**src/rtl/soff_pkg.sv**
```systemverilog
package soff_pkg;

  localparam logic [7:0] ADR_RESET   = 8'h40;
  localparam logic [7:0] ADR_IEN     = 8'h80;
  localparam logic [7:0] ADR_IPEND   = 8'h84;
  localparam logic [7:0] ADR_ISRC    = 8'h88;
  localparam logic [7:0] ADR_SYNC    = 8'hC0;
  localparam logic [7:0] ADR_CMDROOM = 8'hD0;
  localparam logic [7:0] ADR_TXROOM  = 8'hD4;
  localparam logic [7:0] ADR_RXLVL   = 8'hD8;
  localparam logic [7:0] ADR_CMDPUSH = 8'hE0;
  localparam logic [7:0] ADR_TXPUSH  = 8'hE4;
  localparam logic [7:0] ADR_RXPOP   = 8'hE8;
  localparam logic [7:0] ADR_RXPEEK  = 8'hEC;

  typedef enum logic [3:0] {
    SEL_NONE, SEL_RESET, SEL_IEN, SEL_IPEND, SEL_ISRC, SEL_SYNC,
    SEL_CMDROOM, SEL_TXROOM, SEL_RXLVL, SEL_RXPOP, SEL_RXPEEK
  } rdsel_e;

  typedef struct packed {
    logic   pushCmd;
    logic   pushTx;
    logic   popRx;
    logic   wrReset;
    logic   wrEnable;
    logic   wrPending;
    logic   rdStrobe;
    rdsel_e rdSel;
  } strobe_t;

endpackage

```
**src/rtl/soff_fifo.sv**
```systemverilog
module soff_fifo #(
  parameter int WIDTH = 32,
  parameter int DEPTH = 8,
  localparam int PW = (DEPTH > 1) ? $clog2(DEPTH) : 1,
  localparam int LW = $clog2(DEPTH + 1)
) (
  input  logic             clk,
  input  logic             rst_n,
  input  logic             flush,
  input  logic             push,
  input  logic [WIDTH-1:0] pushData,
  input  logic             pop,
  output logic [WIDTH-1:0] headData,
  output logic [LW-1:0]    level,
  output logic             full,
  output logic             empty
);

  localparam logic [LW-1:0] DEPTH_L = LW'(DEPTH);
  localparam logic [PW-1:0] LAST_P  = PW'(DEPTH - 1);

  logic [WIDTH-1:0] mem [DEPTH];
  logic [PW-1:0]    wrPtr, rdPtr;
  logic             doPush, doPop;

  function automatic logic [PW-1:0] nextPtr(input logic [PW-1:0] p);
    return (p == LAST_P) ? '0 : p + 1'b1;
  endfunction

  assign full     = (level == DEPTH_L);
  assign empty    = (level == '0);
  assign doPush   = push && !full && !flush;
  assign doPop    = pop && !empty && !flush;
  assign headData = mem[rdPtr];

  always_ff @(posedge clk) begin
    if (!rst_n || flush) begin
      wrPtr <= '0;
      rdPtr <= '0;
      level <= '0;
    end else begin
      if (doPush) wrPtr <= nextPtr(wrPtr);
      if (doPop)  rdPtr <= nextPtr(rdPtr);
      if (doPush && !doPop)      level <= level + 1'b1;
      else if (doPop && !doPush) level <= level - 1'b1;
    end
  end

  always_ff @(posedge clk) begin
    if (doPush) mem[wrPtr] <= pushData;
  end


  fifo_no_overflow_chk: assert property (@(posedge clk) disable iff (!rst_n)
    level <= DEPTH_L);


  push_full_drop_chk: assert property (@(posedge clk) disable iff (!rst_n)
    (push && full && !pop && !flush) |=> (level == $past(level)));


  flush_empty_chk: assert property (@(posedge clk) disable iff (!rst_n)
    flush |=> (level == '0));

endmodule

```
**src/rtl/soff_ctrl.sv**
```systemverilog
module soff_ctrl
  import soff_pkg::*;
#(
  parameter int ADDR_W = 8
) (
  input  logic              busWrEn,
  input  logic              busRdEn,
  input  logic [ADDR_W-1:0] busAddr,
  output strobe_t           stb
);

  logic [7:0] a;
  assign a = busAddr[7:0];

  always_comb begin
    stb = '0;
    stb.rdStrobe = busRdEn;
    if (busWrEn) begin
      unique case (a)
        ADR_RESET:   stb.wrReset   = 1'b1;
        ADR_IEN:     stb.wrEnable  = 1'b1;
        ADR_IPEND:   stb.wrPending = 1'b1;
        ADR_CMDPUSH: stb.pushCmd   = 1'b1;
        ADR_TXPUSH:  stb.pushTx    = 1'b1;
        default: ;
      endcase
    end
    if (busRdEn) begin
      unique case (a)
        ADR_RESET:   stb.rdSel = SEL_RESET;
        ADR_IEN:     stb.rdSel = SEL_IEN;
        ADR_IPEND:   stb.rdSel = SEL_IPEND;
        ADR_ISRC:    stb.rdSel = SEL_ISRC;
        ADR_SYNC:    stb.rdSel = SEL_SYNC;
        ADR_CMDROOM: stb.rdSel = SEL_CMDROOM;
        ADR_TXROOM:  stb.rdSel = SEL_TXROOM;
        ADR_RXLVL:   stb.rdSel = SEL_RXLVL;
        ADR_RXPOP:   begin stb.rdSel = SEL_RXPOP; stb.popRx = 1'b1; end
        ADR_RXPEEK:  stb.rdSel = SEL_RXPEEK;
        default:     stb.rdSel = SEL_NONE;
      endcase
    end
  end

endmodule

```
**src/rtl/soff_data.sv**
```systemverilog
module soff_data
  import soff_pkg::*;
#(
  parameter int CMD_DEPTH    = 8,
  parameter int TX_DEPTH     = 8,
  parameter int RX_DEPTH     = 8,
  parameter int CMD_AE_LEVEL = 2,
  parameter int TX_AE_LEVEL  = 2,
  parameter int RX_AF_LEVEL  = 6,
  parameter int CMD_W        = 16,
  parameter int DATA_W       = 32,
  parameter int ID_W         = 8
) (
  input  logic              clk,
  input  logic              rst_n,
  input  strobe_t           stb,
  input  logic [DATA_W-1:0] busWrData,
  output logic [DATA_W-1:0] busRdData,
  output logic              irq,
  output logic              engineReset,
  output logic              cmdValid,
  input  logic              cmdReady,
  output logic [CMD_W-1:0]  cmdData,
  output logic              txValid,
  input  logic              txReady,
  output logic [DATA_W-1:0] txData,
  input  logic              rxValid,
  output logic              rxReady,
  input  logic [DATA_W-1:0] rxData,
  input  logic              syncValid,
  input  logic [ID_W-1:0]   syncId
);

  localparam int CLW = $clog2(CMD_DEPTH + 1);
  localparam int TLW = $clog2(TX_DEPTH + 1);
  localparam int RLW = $clog2(RX_DEPTH + 1);
  localparam logic [CLW-1:0] CMD_AE_L = CLW'(CMD_AE_LEVEL);
  localparam logic [TLW-1:0] TX_AE_L  = TLW'(TX_AE_LEVEL);
  localparam logic [RLW-1:0] RX_AF_L  = RLW'(RX_AF_LEVEL);

  logic              softReset;
  logic [3:0]        ienReg;
  logic              syncPend;
  logic [ID_W-1:0]   syncIdReg;
  logic [3:0]        pending, source;
  logic [CLW-1:0]    cmdLvl;
  logic [TLW-1:0]    txLvl;
  logic [RLW-1:0]    rxLvl;
  logic              cmdFull, cmdEmpty, txFull, txEmpty, rxFull, rxEmpty;
  logic [DATA_W-1:0] rxHead, rxHeadSafe, rdMux;

  assign engineReset = softReset;

  soff_fifo #(.WIDTH(CMD_W), .DEPTH(CMD_DEPTH)) cmdQ (
    .clk, .rst_n, .flush(softReset),
    .push(stb.pushCmd), .pushData(busWrData[CMD_W-1:0]),
    .pop(cmdReady), .headData(cmdData),
    .level(cmdLvl), .full(cmdFull), .empty(cmdEmpty));

  soff_fifo #(.WIDTH(DATA_W), .DEPTH(TX_DEPTH)) txQ (
    .clk, .rst_n, .flush(softReset),
    .push(stb.pushTx), .pushData(busWrData),
    .pop(txReady), .headData(txData),
    .level(txLvl), .full(txFull), .empty(txEmpty));

  soff_fifo #(.WIDTH(DATA_W), .DEPTH(RX_DEPTH)) rxQ (
    .clk, .rst_n, .flush(softReset),
    .push(rxValid), .pushData(rxData),
    .pop(stb.popRx), .headData(rxHead),
    .level(rxLvl), .full(rxFull), .empty(rxEmpty));

  assign cmdValid   = !cmdEmpty;
  assign txValid    = !txEmpty;
  assign rxReady    = !rxFull && !softReset;
  assign rxHeadSafe = rxEmpty ? '0 : rxHead;

  assign pending = {syncPend, (rxLvl >= RX_AF_L), (txLvl <= TX_AE_L), (cmdLvl <= CMD_AE_L)};
  assign source  = pending & ienReg;
  assign irq     = |source;

  always_ff @(posedge clk) begin
    if (!rst_n) begin
      softReset <= 1'b1;
      ienReg    <= '0;
      syncPend  <= 1'b0;
      syncIdReg <= '0;
    end else begin
      if (stb.wrReset)  softReset <= busWrData[0];
      if (stb.wrEnable) ienReg    <= busWrData[3:0];
      if (syncValid) begin
        syncPend  <= 1'b1;
        syncIdReg <= syncId;
      end else if (stb.wrPending && busWrData[3]) begin
        syncPend <= 1'b0;
      end
    end
  end

  always_comb begin
    unique case (stb.rdSel)
      SEL_RESET:   rdMux = DATA_W'(softReset);
      SEL_IEN:     rdMux = DATA_W'(ienReg);
      SEL_IPEND:   rdMux = DATA_W'(pending);
      SEL_ISRC:    rdMux = DATA_W'(source);
      SEL_SYNC:    rdMux = DATA_W'(syncIdReg);
      SEL_CMDROOM: rdMux = DATA_W'(CMD_DEPTH) - DATA_W'(cmdLvl);
      SEL_TXROOM:  rdMux = DATA_W'(TX_DEPTH) - DATA_W'(txLvl);
      SEL_RXLVL:   rdMux = DATA_W'(rxLvl);
      SEL_RXPOP,
      SEL_RXPEEK:  rdMux = rxHeadSafe;
      default:     rdMux = '0;
    endcase
  end

  always_ff @(posedge clk) begin
    if (!rst_n)            busRdData <= '0;
    else if (stb.rdStrobe) busRdData <= rdMux;
  end


  sync_latch_chk: assert property (@(posedge clk) disable iff (!rst_n)
    syncValid |=> (syncPend && syncIdReg == $past(syncId)));


  sync_clear_chk: assert property (@(posedge clk) disable iff (!rst_n)
    (stb.wrPending && busWrData[3] && !syncValid) |=> !syncPend);


  irq_masked_chk: assert property (@(posedge clk) disable iff (!rst_n)
    (ienReg == 4'b0000) |-> !irq);


  reset_blocks_rx_chk: assert property (@(posedge clk) disable iff (!rst_n)
    softReset |-> !rxReady);

endmodule

```
**src/rtl/spi_offload_regs.sv**
```systemverilog
module spi_offload_regs
  import soff_pkg::*;
#(
  parameter int CMD_DEPTH    = 8,
  parameter int TX_DEPTH     = 8,
  parameter int RX_DEPTH     = 8,
  parameter int CMD_AE_LEVEL = 2,
  parameter int TX_AE_LEVEL  = 2,
  parameter int RX_AF_LEVEL  = 6,
  parameter int ADDR_W       = 8
) (
  input  logic              clk,
  input  logic              rst_n,
  input  logic              busWrEn,
  input  logic              busRdEn,
  input  logic [ADDR_W-1:0] busAddr,
  input  logic [31:0]       busWrData,
  output logic [31:0]       busRdData,
  output logic              irq,
  output logic              engineReset,
  output logic              cmdValid,
  input  logic              cmdReady,
  output logic [15:0]       cmdData,
  output logic              txValid,
  input  logic              txReady,
  output logic [31:0]       txData,
  input  logic              rxValid,
  output logic              rxReady,
  input  logic [31:0]       rxData,
  input  logic              syncValid,
  input  logic [7:0]        syncId
);

  strobe_t stb;

  soff_ctrl #(.ADDR_W(ADDR_W)) ctrl_i (
    .busWrEn, .busRdEn, .busAddr, .stb);

  soff_data #(
    .CMD_DEPTH(CMD_DEPTH), .TX_DEPTH(TX_DEPTH), .RX_DEPTH(RX_DEPTH),
    .CMD_AE_LEVEL(CMD_AE_LEVEL), .TX_AE_LEVEL(TX_AE_LEVEL), .RX_AF_LEVEL(RX_AF_LEVEL),
    .CMD_W(16), .DATA_W(32), .ID_W(8)
  ) data_i (
    .clk, .rst_n, .stb, .busWrData, .busRdData, .irq, .engineReset,
    .cmdValid, .cmdReady, .cmdData, .txValid, .txReady, .txData,
    .rxValid, .rxReady, .rxData, .syncValid, .syncId);

endmodule

```
**config.mk**
```make
export PLATFORM = sky130hd
export DESIGN_NAME = spi_offload_regs
export DESIGN_NICKNAME = d
export VERILOG_FILES = /design/src/rtl/soff_pkg.sv /design/src/rtl/soff_fifo.sv /design/src/rtl/soff_ctrl.sv /design/src/rtl/soff_data.sv /design/src/rtl/spi_offload_regs.sv
export SDC_FILE = /design/constraint.sdc
export NUM_CORES = 1
export LEC_CHECK = 0
export ABC_AREA = 1
export BUFFER_PORTS_ARGS = -buffer_cell sky130_fd_sc_hd__buf_2
export CORE_MARGIN = 4
export CORE_UTILIZATION = 26
export CTS_CLUSTER_SIZE = 12
export DETAILED_ROUTE_END_ITERATION = 8
export PLACE_DENSITY_LB_ADDON = 0.25
export SYNTH_ARGS = -nofsm -noshare
export SYNTH_HDL_FRONTEND = slang
export SYNTH_HIERARCHICAL = 1
export SYNTH_SLANG_ARGS = --single-unit
export TNS_END_PERCENT = 100
```
**constraint.sdc**
```tcl
create_clock -name clk -period 7 [get_ports clk]
set_clock_uncertainty 0.1 [all_clocks]
set_input_delay 2.1 -clock clk [delete_from_list [all_inputs] [get_ports clk]]
set_output_delay 2.1 -clock clk [all_outputs]
set_load 0.02 [all_outputs]
```
==> results of run 1 <==
## cells in the final DEF (no fill, tap or decap), types with 20 or more instances in the layout
cell type	count
a21oi_1	31
a21oi_2	20
buf_2	172
buf_4	47
clkbuf_1	26
clkbuf_16	84
clkinv_1	20
dfxtp_1	79
edfxtp_1	640
ha_1	25
inv_1	99
nand2_1	566
nand2_2	43
nand3_1	66
nor2_1	720
nor3_2	24
o21ai_0	276
o21ai_1	105
## registers in the layout (all words and copies together), names as in the netlist, named ones only
name,count
data_i/busRdData,32
data_i/cmdQ/level,4
data_i/cmdQ/mem,128
data_i/cmdQ/rdPtr,3
data_i/cmdQ/wrPtr,3
data_i/engineReset,1
data_i/ienReg,4
data_i/rxQ/level,4
data_i/rxQ/mem,256
data_i/rxQ/rdPtr,3
data_i/rxQ/wrPtr,3
data_i/syncIdReg,8
data_i/syncPend,1
data_i/txQ/level,4
data_i/txQ/mem,256
data_i/txQ/rdPtr,3
data_i/txQ/wrPtr,3
## metal layers
layer	vias to the layer above	part of all wire, %
met3	123	5.2
met1	9655	45
met4	12	2.3
li1	10000	-
met5	-	0.11
met2	401	47
## metrics by stage
| stage | area, um^2 | setup WS, ns | cells |
|---|---|---|---|
| after CTS | 35500 | 1.37 | 4631 |
| final | 35500 | 1.50 | 4635 |
| after global routing | 35500 | 1.16 | 4631 |
| after global placement | 32900 | 1.92 | 4477 |
| after floorplan | 30600 | 1.36 | 2877 |
| after detailed placement | 32900 | 1.88 | 4477 |
## power by group through the flow
stage          Clock, W  Sequential, W  Combinational, W
6_report        0.00412        0.00470          0.000113
4_1_cts         0.00425        0.00470          0.000117
3_5_place_dp          0        0.00480          0.000116
3_3_place_gp          0        0.00480          0.000115
2_1_floorplan         0        0.00480         0.0000245
5_1_grt         0.00444        0.00470          0.000127
## final cells by class
type	instances	area [um^2]	share of cell area [%]
clock inverter	43	365	1.03
tap	1524	1910	5.37
inverter	107	407	1.15
antenna	4	10.0	0.0282
timing repair buffer	219	1210	3.42
sequential	725	20900	59.0
clock buffer	111	2210	6.23
multi-input combinational	1902	8450	23.8
## critical path: stages (launching register included)
cell and delay [ns]:
dfxtp_4 0.68, clkinv_2 0.57, buf_4 0.57, o21ai_0 0.30, nand2_1 0.07, nand2_1 0.06
nand2_1 0.11, buf_2 0.18
## worst paths after layout
check | start | endpoint | slack [ns] | depth (start not counted)
worst max-delay path | register | txData[29] | 1.50 | 7
worst min-delay path | data_i/busRdData[6] | data_i/busRdData[6] | 0.36 | 2
worst max register to register | register | data_i/busRdData[1] | 3.23 | 16
worst min register to register | data_i/busRdData[6] | data_i/busRdData[6] | 0.36 | 2
==> impl_metrics.toml, run 1 <==
[die]
ios = 173
die_w_um = 351
start_util_pct = 26.3
row_count = 125
fp.dieH_um = 351
die_area_mm2 = 0.123
core-area_mm2 = 0.117

[clock_network]
cts_tree = "yes"
holdBufCountCts = 0
cts_root_buffer = "clkbuf_16"
cts_setup_buffers = 0
cts_resized = 0
cts_sinks = 725
clockBufferDepth = 3
path_clk_slew_ns = 0.06
cts_made_buffers = 84
cts_max_level = 3
clock_latency_ns = 0.65

[sta]
period_share_pct = 78.5
max-slew-margin-rel_pct = 28.5
fin_crit_ns = 5.50
hold_ws_ns = 0.365
tightest_slew_ns = 1.07
fin_tns_setup_ns = 0
rsz0062_at_grt = "false"
fmax_mhz = 182
finalSetupViolCount = 0
final-hold-violation-count = 0
slew_violations = 0

[global_routing]
grt_util_all_layers_pct = 13.4
use_met3_pct = 2.80
met2_usage_pct = 22.5
overflow = 0
grt_pass1_wl_um = 125000
grt_max_degree = 96
use_met1_pct = 17.5
grt_pass1_vias = 19400
busiest_layer = "met2"
antenna_found_initial = 16

[cells_and_area]
fin_util_pct = 30.5
layout.nets = 3155
syn_to_final_growth_pct = 15.9
drive_gt1_share_pct = 14.2
n_fill_cell = 11900

[synth]
synthCells = 2877
syn_nets = 2993
netlist_area_mm2 = 0.0306
synth.avg_cell_area_um2 = 10.6
synth_warnings = 6

[power]
sw_frac_of_total_pct = 20.8
power.leakage_nw = 13.2
p_int_w = 0.00708
p_clk_share_pct = 46.1
irDropWorstVdd_mv = 0.198
p_sw_w = 0.00186
comb_power_share_pct = 1.3
p_seq_share_pct = 52.6
power_w = 0.00894
powerDensity_mw_per_mm2 = 252

[setup_path]
end_kind = "output port"
crit_type = "register to output port"
cp_data_arrival_time_ns = 3.30
worstPathRequired_ns = 4.80
worstPathMaxFanout = 92
startpoint_type = "register"

[flow_run]
max_cap_viol_count = 0

[drt]
ant_nets = 0
drtIter0Drc = 1259
dr.pass1.iters = 5
via_count = 20200
drc_errors = 0
wl_per_cell_um = 18.1
wl_um = 83700
viasPerCell = 4.36

[placed_design]
place_congestion = 0.779
dp_hpwl_um = 46800
port-buffer-count = 172

[hold_path]
hold_path_class = "register to register"

[run_status]
status = "finished clean"
(Power assumes the default switching activity.)
==> inputs of run 2 (changes only) <==
==> constraint.sdc (replaced) <==
create_clock -name clk -period 5 [get_ports clk]
set_clock_uncertainty 0.1 [all_clocks]
set_input_delay 1.5 -clock clk [delete_from_list [all_inputs] [get_ports clk]]
set_output_delay 1.5 -clock clk [all_outputs]
set_load 0.02 [all_outputs]
==> impl_metrics.toml, run 2 (synthesized netlist as in run 1, its figures left out) <==
[run_status]
status = "finished clean"

[drt]
dr.pass1.iters = 8
viasPerCell = 4.37
via_count = 20300
wl_um = 84400
drc_errors = 0
wl_per_cell_um = 18.2
ant_nets = 0
drtIter0Drc = 1396

[sta]
finalSetupViolCount = 0
worst_slack_ns = 0.350
period_share_pct = 93.0
final-hold-violation-count = 0
fin_crit_ns = 4.65
max-slew-margin-rel_pct = 36.2
fin_tns_setup_ns = 0
rsz0062_at_grt = "false"
tightest_slew_ns = 0.956
fmax_mhz = 215
slew_violations = 0

[clock_network]
cts_setup_buffers = 0
cts_max_level = 3
cts_root_buffer = "clkbuf_16"
clockBufferDepth = 3
cts_made_buffers = 83
clock_latency_ns = 0.66
path_clk_slew_ns = 0.06
cts_sinks = 725
holdBufCountCts = 0
cts_resized = 0
cts_tree = "yes"

[flow_run]
max_cap_viol_count = 0

[placed_design]
port-buffer-count = 172
dpl_cell_area_mm2 = 0.0330
dp_hpwl_um = 47300
place_congestion = 0.782
dp_cells = 4489
dpl_worst_slack_ns = 0.701

[global_routing]
grt_pass1_wl_um = 126000
grt_max_degree = 81
grt_pass1_vias = 19300
grt_util_all_layers_pct = 13.5
antenna_found_initial = 11
overflow = 0

[cells_and_area]
fin_area_mm2 = 0.0357
fin_util_pct = 30.6
reg_top3 = "data_i/rxQ/mem: 256 flops, data_i/txQ/mem: 256 flops, data_i/cmdQ/mem: 128 flops"
layout.nets = 3166
final_common_cell = "nor2_1"
final_cells = 4650
final_cell_mix = "nor2_1 (720), edfxtp_1 (640), nand2_1 (566)"
syn_to_final_growth_pct = 16.5
drive_gt1_share_pct = 14.7

[power]
power.leakage_nw = 13.3
irDropWorstVdd_mv = 0.259
powerDensity_mw_per_mm2 = 353

[die]
die_area_mm2 = 0.123
row_count = 125
die_w_um = 351
start_util_pct = 26.3
fp.dieH_um = 351
ios = 173
core-area_mm2 = 0.117

[setup_path]
cp_data_arrival_time_ns = 3.05
worstPathMaxFanout = 52
worstPathRequired_ns = 3.40
end_kind = "output port"
crit_type = "register to output port"
startpoint_type = "register"

[hold_path]
hold_path_class = "register to register"
==> run 2: cell count changes in the layout (fill, tap and decap cells not counted) <==
cell / change
clkinv_1: -8
inv_6: +1
clkbuf_8: +2
clkbuf_16: -1
clkinv_16: +3
diode_2: +1
buf_4: +9
clkinvlp_4: -1
buf_12: +3
clkbuf_1: +5
bufinv_16: +1
clkinv_2: +4
clkinv_8: -4
==> run 2: critical path: stages, from the launching register on <==
cell and delay (ns):
dfxtp_4 0.57, clkinv_2 0.68, buf_4 0.48, o21ai_0 0.20
nand2_1 0.07, nand2_1 0.06, nand2_1 0.11, buf_2 0.19
==> run 2: layout make-up <==
cell class,instances,area [um^2]
clock buffers,117,2230
clock inverters,39,412
well taps,1524,1910
diodes,5,12.5
inverters,107,407
fillers,12000,80800
multi-input cells,1902,8450
flip-flops and latches,725,20900
repair buffers,231,1340
==> run 2: path summary, 6_finish.rpt <==
kind	from	slack, ns	depth (start not counted)	to
min	data_i/txQ/rdPtr[1]	0.36	2	register
max reg2reg	register	2.02	12	data_i/busRdData[26]
min reg2reg	data_i/txQ/rdPtr[1]	0.36	2	register
max	register	0.35	7	txData[0]
==> run 2: through the flow <==
step | total power (W) | hold slack, ns
after floorplan | 0.00675 | 0.337
after global placement | 0.00688 | 0.353
after detailed placement | 0.00688 | 0.359
after CTS | 0.0128 | 0.367
after global routing | 0.0130 | 0.387
final | 0.0126 | 0.362
==> run 2: power by group <==
group          internal, W  switching [W]  total, W  leakage (nW)
clock network      0.00337        0.00250   0.00587          1.27
logic            0.0000337       0.000129  0.000162          5.56
registers          0.00658     0.00000360   0.00659          6.44
==> run 2: layer usage <==
layer	vias to the layer above	global-route usage [%]	routed length, um	share of wire [%]
met4	6	3.18	1620	1.9
li1	10000	-	-	-
met5	-	0	40	0.047
met3	108	2.56	4140	4.9
met2	406	22.5	39900	47
met1	9751	18.2	38700	46
